==> config.mk <==
export PLATFORM = sky130hd
export DESIGN_NAME = pwm_chan
export DESIGN_NICKNAME = d
export VERILOG_FILES = /design/src/rtl/pwm_pkg.sv /design/src/rtl/pwm_psc.sv /design/src/rtl/pwm_tmr.sv /design/src/rtl/pwm_out_stage.sv /design/src/rtl/pwm_chan.sv
export SDC_FILE = /design/constraint.sdc
export NUM_CORES = 1
export LEC_CHECK = 0
export BUFFER_PORTS_ARGS = -buffer_cell sky130_fd_sc_hd__buf_2
export CAP_MARGIN = 40
export CORE_MARGIN = 5
export CORE_UTILIZATION = 53
export CTS_CLUSTER_SIZE = 40
export DETAILED_ROUTE_END_ITERATION = 8
export PLACE_DENSITY = 0.84
export SLEW_MARGIN = 20
export SYNTH_ARGS = -nofsm -noshare
export SYNTH_HDL_FRONTEND = slang
export SYNTH_SLANG_ARGS = --single-unit
==> constraint.sdc <==
create_clock -name clk -period 2.45 [get_ports clk]
set_input_delay 0 -clock clk [delete_from_list [all_inputs] [get_ports clk]]
set_output_delay 0 -clock clk [all_outputs]
set_load 0.01 [all_outputs]
==> src/rtl/pwm_pkg.sv <==
package pwm_pkg;
  localparam int PSC_CW = 6;

  typedef enum logic [1:0] {
    PSC_DIV2  = 2'b00,
    PSC_DIV8  = 2'b01,
    PSC_DIV32 = 2'b10,
    PSC_DIV64 = 2'b11
  } psc_sel_e;

  // last prescaler count before a tick (ratio minus one)
  function automatic logic [PSC_CW-1:0] psc_last(input psc_sel_e s);
    case (s)
      PSC_DIV2:  return PSC_CW'(1);
      PSC_DIV8:  return PSC_CW'(7);
      PSC_DIV32: return PSC_CW'(31);
      default:   return PSC_CW'(63);
    endcase
  endfunction
endpackage

==> src/rtl/pwm_psc.sv <==
module pwm_psc
  import pwm_pkg::*;
(
  input  logic       clk,
  input  logic       rst_n,
  input  logic       run,
  input  logic       restart,
  input  logic [1:0] sel,
  output logic       tick
);
  logic [PSC_CW-1:0] cnt;
  logic [PSC_CW-1:0] lim;

  assign lim  = psc_last(psc_sel_e'(sel));
  // >= keeps the count bounded if the ratio shrinks mid-count
  assign tick = run && !restart && (cnt >= lim);

  always_ff @(posedge clk or negedge rst_n) begin
    if (!rst_n)                      cnt <= '0;
    else if (!run || restart || tick) cnt <= '0;
    else                             cnt <= cnt + PSC_CW'(1);
  end
endmodule

==> src/rtl/pwm_tmr.sv <==
module pwm_tmr #(
  parameter int W = 10
) (
  input  logic         clk,
  input  logic         rst_n,
  input  logic         tick,
  input  logic         clr,
  input  logic         wr,
  input  logic [W-1:0] wdata,
  input  logic [W-1:0] period,
  output logic [W-1:0] tmr,
  output logic         wrap,
  output logic [W-1:0] tmr_nxt
);
  localparam logic [W-1:0] ONE = W'(1);

  assign wrap    = tick && (tmr == period);
  assign tmr_nxt = wrap ? '0 : tmr + ONE;

  always_ff @(posedge clk or negedge rst_n) begin
    if (!rst_n)    tmr <= '0;
    else if (clr)  tmr <= '0;
    else if (wr)   tmr <= wdata;
    else if (tick) tmr <= tmr_nxt;
  end
endmodule

==> src/rtl/pwm_out_stage.sv <==
module pwm_out_stage #(
  parameter int W = 10
) (
  input  logic         clk,
  input  logic         rst_n,
  input  logic         tick,
  input  logic         wrap,
  input  logic [W-1:0] tmr_nxt,
  input  logic [W-1:0] duty,
  output logic         pwm,
  output logic         irq
);
  logic [W-1:0] duty_l;
  logic [W-1:0] duty_use;
  logic         pwm_n;

  // the copy about to be in force for the tick being taken
  assign duty_use = wrap ? duty : duty_l;
  assign pwm_n    = (tmr_nxt == duty_use) ? 1'b0 : (wrap ? 1'b1 : pwm);

  always_ff @(posedge clk or negedge rst_n) begin
    if (!rst_n) begin
      duty_l <= '0;
      pwm    <= 1'b0;
      irq    <= 1'b0;
    end else begin
      irq <= wrap;
      if (tick) pwm <= pwm_n;
      if (wrap) duty_l <= duty;
    end
  end
endmodule

==> src/rtl/pwm_chan.sv <==
module pwm_chan #(
  parameter int W = 10
) (
  input  logic         clk,
  input  logic         rst_n,
  input  logic         en,
  input  logic [1:0]   psc_sel,
  input  logic [W-1:0] period,
  input  logic [W-1:0] duty,
  input  logic         tmr_clr,
  input  logic         tmr_wr,
  input  logic [W-1:0] tmr_wdata,
  output logic [W-1:0] tmr_q,
  output logic         pwm_out,
  output logic         irq
);
  logic         tick;
  logic         wrap;
  logic [W-1:0] tmr_nxt;

  pwm_psc u_psc (
    .clk     (clk),
    .rst_n   (rst_n),
    .run     (en),
    .restart (tmr_clr | tmr_wr),
    .sel     (psc_sel),
    .tick    (tick)
  );

  pwm_tmr #(.W(W)) u_tmr (
    .clk     (clk),
    .rst_n   (rst_n),
    .tick    (tick),
    .clr     (tmr_clr),
    .wr      (tmr_wr),
    .wdata   (tmr_wdata),
    .period  (period),
    .tmr     (tmr_q),
    .wrap    (wrap),
    .tmr_nxt (tmr_nxt)
  );

  pwm_out_stage #(.W(W)) u_out (
    .clk     (clk),
    .rst_n   (rst_n),
    .tick    (tick),
    .wrap    (wrap),
    .tmr_nxt (tmr_nxt),
    .duty    (duty),
    .pwm     (pwm_out),
    .irq     (irq)
  );
endmodule

* Yosys cells after proc, flatten, opt, wreduce, memory -nomap -nowiden
Index checks and enable logic that the tools add are counted.
W data, S select, Z words.
** Word-level totals
- Memory bits (writable) :: 0
- Latch bits :: 0
- Flip-flop bits (word level) :: 28
- Memory bits (read-only) :: 0
- Word-level logic and storage cells :: 33
- Output and inout port bits :: 12
- Memories kept :: 0
- Bits of input ports :: 37
** Cells by class
- Reduce and logical (&&, ||, !) cells :: 11
- Eq/ne operators :: 4
- $lt $le $gt $ge :: 1
- Shift operators :: 0
- Div/mod/pow operators :: 0
- Add/sub/neg operators :: 2
- Mux-type cells :: 9
- $mul :: 0
- Bitwise gates (word level) :: 1
** Operators by type and width (count)
- $mux W10 :: 5
- $eq A10 B10 Y1 :: 2
- $pmux W6 S3 :: 1
- $add A10 B1 Y10 const B :: 1
- $add A6 B1 Y6 const B :: 1
- $ge A6 B6 Y1 :: 1
- $mux W6 :: 1
- $logic_and A1 B1 Y1 :: 3
- $reduce_bool A3 Y1 :: 1
- $eq A2 B1 Y1 const B :: 1
- $eq A2 B2 Y1 const B :: 1
- $logic_not A1 Y1 :: 2
- $logic_not A2 Y1 :: 1
- $logic_or A1 B1 Y1 :: 2
- $mux W1 :: 2
- $reduce_and A2 Y1 :: 1
- $reduce_bool A2 Y1 :: 1
- $or A1 B1 Y1 :: 1

* Longest topological paths before layout
Gate-level depths: netlist (run 1).
- Depth in word-level cells :: 9
- Depth in mapped cells :: 9
- Mapped depth without buffers :: 8

* Cells and area by module
Synthesis (run 1) repeated with hierarchy kept, for this count alone.
** Second synthesis, totals
- Cell total of the unflattened synthesis :: 199
- Area, all modules :: 1925.6 um^2
** By module, submodules not included
- pwm_tmr :: area each 978.4 um^2, instances 1, cells each 121, sequential area each 250.2 um^2
- pwm_out_stage :: area each 556.8 um^2, instances 1, cells each 38, sequential area each 300.3 um^2
- pwm_psc :: area each 384.1 um^2, instances 1, cells each 39, sequential area each 150.1 um^2
- pwm_chan :: area each 6.3 um^2, instances 1, cells each 1, sequential area each 0.0 um^2

* Worst setup path after synthesis (run 1)
OpenSTA, ideal clock, no wires.
- Path type :: flip-flop to flip-flop
- From :: register u_tmr.tmr[7]
- To :: register u_out.duty_l[2]
- Data required time :: 2325 ps
- Path buffers :: 2
- Slack :: 439 ps
- Stages on the path, launching flop included :: 8
- Setup time :: 125 ps
- Arrival time :: 1886 ps
- Period minus slack after synthesis :: 2011 ps
- Cell sequence :: dfrtp_1 buf_2 xnor2_1 nand4_1 nor4_4 nand4_4 buf_6 mux2_4
** Between the ends
- Word-level cells in the longest chain between the ends :: 3
** Ends and longest elaborated chain
- start, declared :: RTL line pwm_tmr.sv:11 : output logic [W-1:0] tmr,
- start signal, assigned :: RTL line pwm_tmr.sv:23 : else if (wr) tmr <= wdata;
- start signal, assigned :: RTL line pwm_tmr.sv:24 : else if (tick) tmr <= tmr_nxt;
- $eq A10 B10 Y1 :: RTL line pwm_tmr.sv:17 : assign wrap = tick && (tmr == period);
- $logic_and A1 B1 Y1 :: RTL line pwm_tmr.sv:17
- $mux W10
- via u_out.duty_use[2] :: RTL line pwm_out_stage.sv:14 : logic [W-1:0] duty_use;
- end signal, assigned :: RTL line pwm_out_stage.sv:29 : if (wrap) duty_l <= duty;
- end, declared :: RTL line pwm_out_stage.sv:13 : logic [W-1:0] duty_l;
The timed path passes the listed nets, and every way through them passes these cells.
A chain may end at the register's enable or synchronous reset.

* Worst setup path after layout (run 1)
- From :: register u_tmr.tmr[1]
- To :: register u_out.pwm
** Between the ends
- Word-level cells in the longest chain between the ends :: 6
- Elaborated cells on any way between the ends :: 9
- Classes of those cells :: add/sub (1); eq/ne (2); mux (3); reduce/logical (3)
** Ends and longest elaborated chain
- parallel branches: the longest is 6 deep, another holds $add A10 B1 Y10
- end signal, assigned :: RTL line pwm_out_stage.sv:28 : if (tick) pwm <= pwm_n;
- end, declared :: RTL line pwm_out_stage.sv:10 : output logic pwm,
Several ways; the timed one is not identified.

==> metrics.md, run 1 <==
| Metric | Value |
|---|---|
| Status | `finished, violations left` |
| Violated checks | `negative hold slack` |
| Number of global-route vias before repair | `1862` |
| Share of cells above drive strength 1 | `28.89%` |
| Post-synthesis cell count | `203` |
| Setup_tns | `0 ns` |
| DIE AREA | `0.004884 sq mm` |
| Per-cell routed wire length | `16.06 um` |
| First-pass DRT Iterations | `6` |
| Final hold violations | `1` |
| Chip Height | `69.89 um` |
| Synth warn | `0` |
| Port Buffers | `48` |
| Library cells used by synthesis | `44` |
| Period utilization | `92.24%` |
| Power density cells | `362.3 mW/mm^2` |
| FF/Latch Area | `700.7 sq um` |
| Seq/Total Area, Yosys | `36.87%` |
| FFs w/ async S/R, synth | `100.0%` |
| Final Setup Violations | `0` |
| Crit path DAT | `2.49 ns` |
| Worst-path clk slew | `0.15 ns` |
| Largest net degree at the start of global routing | `29` |
| Post-route antenna net violation count | `0` |
| Fin. max-slew vios | `0` |
| Max VDD drop | `0.2909 mV` |
| Crit-path max FO | `8` |
| Gpl congestion | `0.8589` |
| HPWL after detailed placement | `3648 um` |
| IO Pins | `49` |
| Post-synth EDFFs | `0` |
| Post-Syn Area | `0.001901 sq mm` |
| Top cell type's share of synthesized area | `36.87%` |
| Area of the multi-input gates | `0.001104 sq mm` |
| WS Path Type | `reg -> reg` |
| Die Wd | `69.89 um` |
| First-pass GRT wire length | `8666 um` |
| NumNets Final | `314` |
| Worst Setup End Kind | `flip-flop` |
| Root Driver | `clkbuf_4` |
| Clk_skew | `0.002131 ns` |
| Post-synth top cells | `28 x dfrtp_1, 18 x nor2_1, 16 x xnor2_1, 13 x nand2_1, 12 x inv_1` |
| Initial core utilization | `55.64%` |
| GR Util All Layers | `21.62%` |
| Initial antenna violation count | `0` |
| Antenna cells | `0` |
| Vias per cell | `5.763` |
| Max Cap Viol | `0` |
| Area contributors post-synth | `dfrtp_1 37%, xnor2_1 7.4%, mux2_4 5.5%` |
| Gr ovfl total | `0` |
| CTS Buf Count | `3` |
| Worst hold-check path type | `in -> reg` |
| Routed WL | `5076 um` |
| Top FF cell, synth | `dfrtp_1` |
| Slew margin rel. | `56.46%` |
| Iter 0 DRT Violations | `201` |
| Leakage power total | `1.119 nW` |
| Clock Sinks | `28` |
| Max frequency | `442.5 MHz` |
| Top-count cell post-synth | `dfrtp_1` |
| Core area | `0.003416 sq mm` |
| Syn Area/Cell | `9.362 sq um` |
| Row count | `21` |
| CP required | `2.68 ns` |
| Synth Net Count | `245` |
| DR DRC count | `0` |
| Final Critical Period | `2.260 ns` |
| CP Launch Type | `flip-flop` |
| Seq cells post-synth | `28` |
| RSZ-0062 raised after global routing | `false` |
| CTS tree | `done` |
| Hold Slack | `-0.001776 ns` |
| Post-synth top area cell | `dfrtp_1` |
| Vias | `1821` |
| Clock buffer depth | `2` |
| Clk Latency, worst-skew pair | `0.33 ns` |
| H-tree depth | `1` |
| Layout filler cell count | `270` |
| Worst Tran Pin Value | `0.6531 ns` |
| Area Growth Syn to Fin | `27.32%` |
[power breakdown]
group / switching, mW / internal [mW] / leakage (nW)
combinational: 0.0940 / 0.0940 / 0.727
clock: 0.137 / 0.0579 / 0.0138
sequential: 0.0208 / 0.472 / 0.378
total: 0.252 / 0.624 / 1.12
[logic make-up (layout without fill, tap and decap cells)]
logic type | after synthesis | count (layout) | synth area share (%)
mux | 11 | 11 | 7.834
simple gates | 61 | 61 | 17.51
buf+inv | 23 | 90 | 5.332
flops | 28 | 28 | 36.87
xor+xnor | 23 | 23 | 10.60
compound gates | 52 | 52 | 18.56
fa+ha+maj | 5 | 5 | 3.292
[through the flow]
| step | std cells | worst slack, ns | instance area, sq um | utilization, % | power, mW |
|---|---|---|---|---|---|
| finish | 316 | 0.1900 | 2420 | 70.84 | 0.8766 |
| global route | 316 | 0.02194 | 2420 | 70.84 | 0.9239 |
| CTS | 316 | 0.2245 | 2415 | 70.70 | 0.8715 |
| detailed placement | 294 | 0.2659 | 2202 | 64.47 | 0.6627 |
| global placement | 294 | 0.3584 | 2202 | 64.47 | 0.6597 |
| floorplan | 203 | 0.4390 | 1901 | - | 0.5862 |
[final cells by class]
class	count	area share, %
multi-input cells	152	45.61
inverters	12	1.861
well taps	46	2.378
clock buffers	3	0.9307
flip-flops and latches	28	28.96
repair buffers	75	20.27
[layout by cell type (no fill, tap or decap), types with 7 or more instances in the layout]
cell type / n
nor2_1: 18
nand3_1: 9
buf_4: 8
xnor2_1: 16
dlygate4sd3_1: 19
a21oi_1: 11
buf_2: 48
xor2_1: 7
o21ai_0: 9
nand2_1: 13
mux2_4: 7
dfrtp_1: 28
inv_1: 12
[sequential cells by signal (all words and copies together), names as in the netlist]
signal        cells
u_out.duty_l     10
u_tmr.tmr        10
u_psc.cnt         6
u_out.irq         1
u_out.pwm         1
[worst paths after layout]
path / depth (start not counted) / startpoint / slack (ns) / endpoint
worst max-delay path: 7 / u_tmr.tmr[1]$_DFFE_PN0P_ / 0.19 / u_out.pwm$_DFFE_PN0P_
worst min-delay path: 3 / tmr_wdata[6] / -0.002 / u_tmr.tmr[6]$_DFFE_PN0P_
worst max register to register: 7 / u_tmr.tmr[1]$_DFFE_PN0P_ / 0.19 / u_out.pwm$_DFFE_PN0P_
worst min register to register: 1 / u_psc.cnt[0]$_DFF_PN0_ / 0.51 / u_psc.cnt[0]$_DFF_PN0_
max in group asynchronous: 2 / rst_n / 1.83 / u_out.duty_l[6]$_DFF_PN0_
min in group asynchronous: 2 / rst_n / 0.20 / u_tmr.tmr[5]$_DFFE_PN0P_
[layer usage]
layer / global-route usage (%) / vias up / share of wire [%]
met1: 27.09 / 832 / 40
met5: 0 / - / 0
met2: 35.68 / 98 / 48
li1: - / 872 / -
met4: 10.00 / 0 / 3.7
met3: 4.304 / 19 / 8.3
[what timing repair did]
action | in CTS | in global routing
endpoints found under the hold margin | 45 | 0
resized for setup | 0 | 1
endpoints found under the setup margin | 0 | 1
hold buffers | 19 | 0
setup buffers | 0 | 0
[worst max-delay path, stage by stage (launching register included)]
cell,delay [ns]
dfrtp_1,0.52
ha_1,0.32
nand3_1,0.20
or2_2,0.38
a32oi_1,0.23
o22ai_1,0.13
and4bb_2,0.29
o211ai_1,0.08
(Power assumes the default switching activity.)
==> run 2, diff against run 1 <==
Settings changed: CORE_UTILIZATION 53 to 48, PLACE_DENSITY 0.84 to unset, PLACE_DENSITY_LB_ADDON set to 0.05, SETUP_SLACK_MARGIN set to 0.5.
Clock period 2.45 ns to 1.8 ns, I/O delays scaled along.
==> run 2 against run 1 <==
Flip-flop and latch count is the same. Via count grew 10%. Register-to-register slack got worse by 0.36 ns. Largest power group unchanged. Clock skew rose by 0.0040 ns. Largest cell class unchanged. Setup slack got worse by 0.36 ns. The flow finishes with violations (negative setup slack). Global-route usage increased by 0.84 points.
==> metrics.md, run 2 (synthesis gave the netlist of run 1 again) <==
| Metric | Value |
|---|---|
| Status | `finished, violations left` |
| Violated checks | `negative setup slack` |
| Max frequency | `508.1 MHz (+15%)` |
| Gate power share | `25.0% (+3.6 points)` |
| GR Util All Layers | `22.46% (+0.84 points)` |
| Reg power frac | `46.5% (-9.8 points)` |
| Area Growth Syn to Fin | `63.92%` |
| Leading cell types in the layout, fill and taps excluded | `48 x buf_2, 46 x buf_4, 22 x dfrtp_1` |
| Leakage power total | `1.440 nW (+29%)` |
| Routed WL | `5988 um (+18%)` |
| Port Buffers | `48 (unchanged)` |
| Slowest CP cell | `dfrtp_1` |
| Power Total | `1.431 mW (+63%)` |
| DP Worst Slack | `-0.1805 ns (-0.4465 ns)` |
| RSZ-0062 raised after global routing | `true` |
| Gr ovfl total | `0 (unchanged)` |
| WS Path Type | `reg -> reg` |
| Antenna cells | `0 (unchanged)` |
| Fin. max-slew vios | `0 (unchanged)` |
| Final Critical Period | `1.968 ns (-0.2919 ns)` |
| Layout filler cell count | `221 (-18%)` |
| Initial antenna violation count | `0 (unchanged)` |
| HPWL after detailed placement | `3991 um (+9.4%)` |
| Max Cap Viol | `0 (unchanged)` |
| Initial core utilization | `50.77% (-4.9 points)` |
| Final Cell Area | `0.003115 sq mm (+29%)` |
| Row count | `22 (+4.8%)` |
| First-pass DRT Iterations | `4 (-2)` |
| Clk_skew | `0.006102 ns (+0.003971 ns)` |
| Cells along the critical path | `ha_4 > nand3_4 > buf_4 > o31ai_4 > nand4_4 > clkbuf_16 > mux2_4` |
| Period utilization | `109.3% (+17 points)` |
| Clock buffer depth | `2 (unchanged)` |
| CP required | `1.97 ns (-0.71 ns)` |
| Worst Setup End Kind | `flip-flop` |
| Post-placement cell count | `332 (+13%)` |
| WHS Path Cells | `3 (unchanged)` |
| Core area | `0.003744 sq mm (+9.6%)` |
| Clk Latency, worst-skew pair | `0.28 ns (-0.05 ns)` |
| First-pass GRT wire length | `9411 um (+8.6%)` |
| Vias per cell | `5.508 (-4.4%)` |
| DR DRC count | `0 (unchanged)` |
| NumNets Final | `359 (+14%)` |
| Biggest regs | `u_out.duty_l: 10 flops, u_tmr.tmr: 10 flops, u_psc.cnt: 6 flops` |
| Clock Sinks | `28 (unchanged)` |
| Switch share | `28.23% (-0.55 points)` |
| Vias | `2005 (+10%)` |
| Iter 0 DRT Violations | `99 (-51%)` |
| Area of the multi-input gates | `0.001349 sq mm (+22%)` |
| Crit path DAT | `2.14 ns (-0.35 ns)` |
| FF/Latch Area | `708.2 sq um (+1.1%)` |
| Final setup margin | `-0.1681 ns (-0.3581 ns)` |
| CP Launch Type | `flip-flop` |
| Gpl congestion | `0.9179 (+6.9%)` |
| Worst-path clk slew | `0.10 ns (-0.05 ns)` |
| Number of global-route vias before repair | `2014 (+8.2%)` |
| Hold Slack | `0.001318 ns (+0.003094 ns)` |
| Max VDD drop | `0.3943 mV (+36%)` |
| Reg2Reg Depth | `7 (unchanged)` |
| Share of cells above drive strength 1 | `52.85% (+24 points)` |
| Internal | `1.027 mW (+65%)` |
| CTS Buf Count | `3 (unchanged)` |
| Largest net degree at the start of global routing | `29 (unchanged)` |
| Worst Tran Pin Value | `0.6550 ns (+0.001955 ns)` |
| Chip Height | `72.93 um (+4.4%)` |
| Worst hold-check path type | `in -> reg` |
| Per-cell routed wire length | `16.45 um (+2.4%)` |
| Sw power | `0.4040 mW (+60%)` |
| Root Driver | `clkbuf_8` |
| Placed inst area | `0.002575 sq mm (+17%)` |
| Die Wd | `72.93 um (+4.4%)` |
| DIE AREA | `0.005318 sq mm (+8.9%)` |
| IO Pins | `49 (unchanged)` |
| Clock share of power | `28.5% (+6.2 points)` |
| Commonest non-fill, non-tap cell in the layout | `buf_2` |
| Post-route antenna net violation count | `0 (unchanged)` |
| Setup_tns | `-2.523 ns (-2.523 ns)` |
| Final Util | `83.22% (+12 points)` |
| Final hold violations | `0 (-1)` |
| CTS tree | `done` |
| Slew margin rel. | `56.33% (-0.13 points)` |
| Final std cells w/o fill | `364 (+15%)` |
| H-tree depth | `1 (unchanged)` |
| Crit-path max FO | `7 (-1)` |
| Final Setup Violations | `21 (+21)` |
| Largest stage delay on the critical path | `0.43 ns (-0.09 ns)` |
| Power density cells | `459.4 mW/mm^2 (+27%)` |
[run 2: what timing repair did]
item,4_1_cts,5_1_grt
setup endpoints to repair,28,28
cloned,0,1
hold endpoints to repair,43,0
pin swaps,20,10
resized for setup,28,22
buffers inserted,5,6
hold buffers,16,0
[run 2: worst paths after layout]
| kind | startpoint | endpoint | slack (ns) |
|---|---|---|---|
| setup reg to reg | u_psc.cnt[3]$_DFF_PN0_ | u_out.duty_l[6]$_DFF_PN0_ | -0.17 |
| hold / removal | tmr_wdata[5] | u_tmr.tmr[5]$_DFFE_PN0P_ | 0.001 |
| setup / recovery | u_psc.cnt[3]$_DFF_PN0_ | u_out.duty_l[6]$_DFF_PN0_ | -0.17 |
| min in group asynchronous | rst_n | u_psc.cnt[3]$_DFF_PN0_ | 0.28 |
| hold reg to reg | u_psc.cnt[0]$_DFF_PN0_ | u_psc.cnt[0]$_DFF_PN0_ | 0.54 |
| max in group asynchronous | rst_n | u_tmr.tmr[5]$_DFFE_PN0P_ | 1.06 |
[run 2: routing by layer]
layer | GRT usage, % | share of wire, % | wire, um
met5 | 0 | 0 | 0
met4 | 5.943 | 0.85 | 51
met3 | 3.444 | 6.1 | 365
met2 | 37.27 | 50 | 2986
met1 | 30.45 | 43 | 2585
[run 2: power groups by stage]
stage | combinational [mW] | sequential [mW] | clock, mW
2_1_floorplan | 0.146 | 0.674 | 0
3_3_place_gp | 0.279 | 0.674 | 0
3_5_place_dp | 0.283 | 0.674 | 0
4_1_cts | 0.342 | 0.665 | 0.406
5_1_grt | 0.389 | 0.669 | 0.435
6_report | 0.358 | 0.666 | 0.407
[run 2: worst max-delay path, delay by kind of cell (launching register included)]
kind,cells,cell delay [ns]
AOI/OAI and AO/OA,1,0.27
adders and majority gates,1,0.29
buffers and inverters,2,0.34
DFF,1,0.43
muxes,1,0.29
and+or+nand+nor,2,0.25
[run 2: final cells by class]
cell class	instances	share of cell area (%)
Multi-Input combinational cell	152	43.29
Timing Repair Buffer	120	28.84
Sequential cell	28	22.73
Tap cell	48	1.928
Clock buffer	4	1.767
Inverter	12	1.446
==> run 3, diff against run 2 <==
Settings changed: ABC_AREA set to 1, CORE_UTILIZATION 48 to 49.
==> run 3 against run 2 <==
The flow still finishes with violations (negative setup slack). Fmax down 8.1%. Final cell count up 36%. Clock power down 13%. Cell area up 4.1%. Sequential power up 1%. Clock skew down 0.0025 ns. Die area up 8.9%. Critical endpoint is now u_out.pwm$_DFFE_PN0P_. Critical path depth up 8.
==> metrics.md, run 3 <==
| Metric | Value |
|---|---|
| Reg2Reg Depth | `15 (+8)` |
| Buf/Inv on CP | `2 (unchanged)` |
| Clk Latency, worst-skew pair | `0.28 ns (about the same)` |
| Internal | `1.067 mW (+3.9%)` |
| Leakage power total | `1.761 nW (+22%)` |
| CP required | `1.98 ns (about the same)` |
| Hold Slack | `0.003271 ns (+0.001953 ns)` |
| Top FF cell, synth | `dfrtp_1` |
| Clock share of power | `23.0% (-5.5 points)` |
| Biggest regs | `u_out.duty_l: 10 flops, u_tmr.tmr: 10 flops, u_psc.cnt: 6 flops` |
| Final Setup Violations | `17 (-19%)` |
| Initial antenna violation count | `0 (unchanged)` |
| CP Launch Type | `flip-flop` |
| Hold endpoint | `u_out.duty_l[2]$_DFF_PN0_` |
| Gpl congestion | `0.8414 (-8.3%)` |
| Post-synth top area cell | `dfrtp_1` |
| Status | `finished, violations left` |
| Seq cells post-synth | `28 (unchanged)` |
| Library cells used by synthesis | `31 (-30%)` |
| First-pass DRT Iterations | `4 (unchanged)` |
| Post-route antenna net violation count | `0 (unchanged)` |
| Die Wd | `76.10 um (+4.4%)` |
| Per-cell routed wire length | `12.31 um (-25%)` |
| Max VDD drop | `0.3770 mV (-4.4%)` |
| Final Critical Period | `2.141 ns (+0.1725 ns)` |
| Final std cells w/o fill | `495 (+36%)` |
| Number of global-route vias before repair | `2354 (+17%)` |
| WHS Path Cells | `3 (unchanged)` |
| Layout filler cell count | `349 (+58%)` |
| Post-synthesis cell count | `321 (+58%)` |
| DR DRC count | `0 (unchanged)` |
| Reg2reg start | `u_psc.cnt[5]$_DFF_PN0_` |
| Reg power frac | `43.7% (-2.8 points)` |
| Commonest non-fill, non-tap cell in the layout | `nand2_1` |
| Leading cell types in the layout, fill and taps excluded | `75 x nand2_1, 63 x buf_4, 48 x buf_2` |
| Sw power | `0.4796 mW (+19%)` |
| Power density cells | `476.9 mW/mm^2 (+3.8%)` |
| Hold path start | `duty[2]` |
| CTS Buf Count | `3 (unchanged)` |
| First-pass GRT wire length | `10620 um (+13%)` |
| Synth Net Count | `363 (+48%)` |
| Period utilization | `118.9% (+9.6 points)` |
| NumNets Final | `486 (+35%)` |
| Clock buffer depth | `2 (unchanged)` |
| WS Path Type | `reg -> reg` |
| Post-synth EDFFs | `0 (unchanged)` |
| Most used cell, CP | `nor2_1` |
| Area contributors post-synth | `dfrtp_1 33%, nand2_1 14%, inv_1 8.6%` |
| DIE AREA | `0.005791 sq mm (+8.9%)` |
| Area Growth Syn to Fin | `51.49%` |
| Final hold violations | `0 (unchanged)` |
| Final setup margin | `-0.3406 ns (-0.1725 ns)` |
| Vias | `2374 (+18%)` |
| GR Util All Layers | `21.54% (-0.92 points)` |
| Top cell type's share of synthesized area | `32.73% (-4.1 points)` |
| Worst hold-check path type | `in -> reg` |
| Core area | `0.004294 sq mm (+15%)` |
| Routed WL | `6091 um (+1.7%)` |
| Row count | `24 (+9.1%)` |
| FFs w/ async S/R, synth | `100.0% (unchanged)` |
| Port Buffers | `48 (unchanged)` |
| H-tree depth | `1 (unchanged)` |
| RSZ-0062 raised after global routing | `true` |
| Initial core utilization | `49.85% (-0.91 points)` |
| Max Cap Viol | `0 (unchanged)` |
| R2R Path End | `u_out.pwm$_DFFE_PN0P_` |
| Crit path DAT | `2.32 ns (+0.18 ns)` |
| Switch share | `31.01% (+2.8 points)` |
| Seq/Total Area, Yosys | `32.73% (-4.1 points)` |
| Slew margin rel. | `57.81% (+1.5 points)` |
| Post-placement cell count | `471 (+42%)` |
| HPWL after detailed placement | `4527 um (+13%)` |
| Iter 0 DRT Violations | `109 (+10%)` |
| Post-Syn Area | `0.002141 sq mm (+13%)` |
| Largest stage delay on the critical path | `0.41 ns (-0.02 ns)` |
| DP Worst Slack | `-0.3458 ns (-0.1653 ns)` |
| Largest net degree at the start of global routing | `29 (unchanged)` |
| Slack of the worst reg-to-reg path | `-0.34 ns (-0.17 ns)` |
| Worst Setup End Kind | `flip-flop` |
| Gate power share | `33.3% (+8.3 points)` |
| Antenna cells | `0 (unchanged)` |
| Cells along the critical path | `ha_4 > a21oi_2 > nand2_2 > nor2_4 > a21oi_4 > buf_12 > buf_8 > nand3b_1 > nand2_2 > nand2_1 > nand2_1 > nor2_1 > nand3_1 > nor2_1 > nor2_1` |
| Root Driver | `clkbuf_8` |
| CP Depth | `15 (+8)` |
| Worst Tran Pin Value | `0.6328 ns (-0.02220 ns)` |
| IO Pins | `49 (unchanged)` |
| Clock Sinks | `28 (unchanged)` |
| Post-synth top cells | `82 x nand2_1, 49 x inv_1, 40 x nor2_1, 28 x dfrtp_1, 24 x nand3_1` |
| Top delay family on crit path | `simple AND/OR/NAND/NOR gates` |
| Gr ovfl total | `0 (unchanged)` |
| Max frequency | `467.2 MHz (-8.1%)` |
| Worst-path clk slew | `0.10 ns (about the same)` |
| Vias per cell | `4.796 (-13%)` |
| Violated checks | `negative setup slack` |
| Share of cells above drive strength 1 | `40.63% (-12 points)` |
| Clk_skew | `0.003629 ns (-0.002473 ns)` |
| CTS tree | `done` |
| Slowest CP cell | `dfrtp_1` |
| Chip Height | `76.10 um (+4.4%)` |
| Top-count cell post-synth | `nand2_1` |
| Fin. max-slew vios | `0 (unchanged)` |
| Crit-path max FO | `8 (+1)` |
| Syn Area/Cell | `6.669 sq um (-29%)` |
| Synth warn | `0 (unchanged)` |
[run 3: cell count changes in the layout (fill, tap and decap cells not counted), sizes merged, moves of 6 or more]
cell,change
nand2,+85
inv,+43
nor2,+25
nand3,+17
buf,+16
dlygate4sd3,-12
mux2,-10
xnor2,-9
o21ai,+8
a21oi,-6
nand3b,+6
[run 3: cell families (layout without fill, tap and decap cells)]
kind of cell               count (synthesis)  count (layout)  synth area share [%]
and+or+nand+nor                          179             182                 37.81
adders and majority gates                  5               5                 2.922
AOI/OAI and AO/OA                         35              35                 9.877
xor gates and xnor gates                  12              12                 4.909
DFF                                       28              28                 32.73
buffers and inverters                     62             181                 11.75
[run 3: what timing repair did]
action                                  CTS  global route
resized for setup                        23             7
pin swaps                                36             7
endpoints found under the hold margin    31             0
endpoints found under the setup margin   28            28
cloned                                    3             0
buffers inserted                         12             1
hold buffers                              4             0
[run 3: worst max path at each step]
stage | from | to
4_1_cts | u_psc.cnt[5]$_DFF_PN0_ | u_out.pwm$_DFFE_PN0P_
6_report | u_psc.cnt[5]$_DFF_PN0_ | u_out.pwm$_DFFE_PN0P_
3_5_place_dp | u_psc.cnt[5]$_DFF_PN0_ | u_out.pwm$_DFFE_PN0P_
5_1_grt | u_psc.cnt[4]$_DFF_PN0_ | u_out.pwm$_DFFE_PN0P_
2_1_floorplan | u_psc.cnt[4]$_DFF_PN0_ | u_out.pwm$_DFFE_PN0P_
3_3_place_gp | u_psc.cnt[5]$_DFF_PN0_ | u_out.pwm$_DFFE_PN0P_
[run 3: final cells by class]
type | instances | area, sq um | area share, %
multi-input combinational | 234 | 1371 | 42.28
timing repair buffer | 122 | 853.3 | 26.31
sequential | 28 | 701.9 | 21.64
inverter | 55 | 206.4 | 6.366
tap | 52 | 65.06 | 2.006
clock buffer | 4 | 45.04 | 1.389
[run 3: tightest hold or removal path, cell delays in order]
cell	delay, ns
buf_2	0.10
inv_1	0.06
o21ai_1	0.08
[run 3: power by group through the flow]
| stage | combinational (mW) | sequential [mW] | clock, mW |
|---|---|---|---|
| 2_1_floorplan | 0.234 | 0.698 | 0 |
| 3_3_place_gp | 0.489 | 0.688 | 0 |
| 3_5_place_dp | 0.493 | 0.688 | 0 |
| 4_1_cts | 0.516 | 0.676 | 0.370 |
| 5_1_grt | 0.579 | 0.680 | 0.401 |
| 6_report | 0.516 | 0.675 | 0.356 |
[run 3: routing by layer]
metal  track usage, %  wire length [um]
met2            37.93              3070
met3            3.191               292
met4            4.895                95
met1            27.65              2633
met5                0                 0
[run 3: stage by stage]
step                TNS (ns)  cell area, sq um  power (mW)  util (%)
floorplan            -0.5871              2197      0.9322         -
global placement      -1.757              2894       1.176     67.40
detailed placement    -2.240              2894       1.181     67.40
CTS                   -2.432              3213       1.562     74.83
global route          -5.080              3243       1.660     75.52
finish                -2.865              3243       1.547     75.52
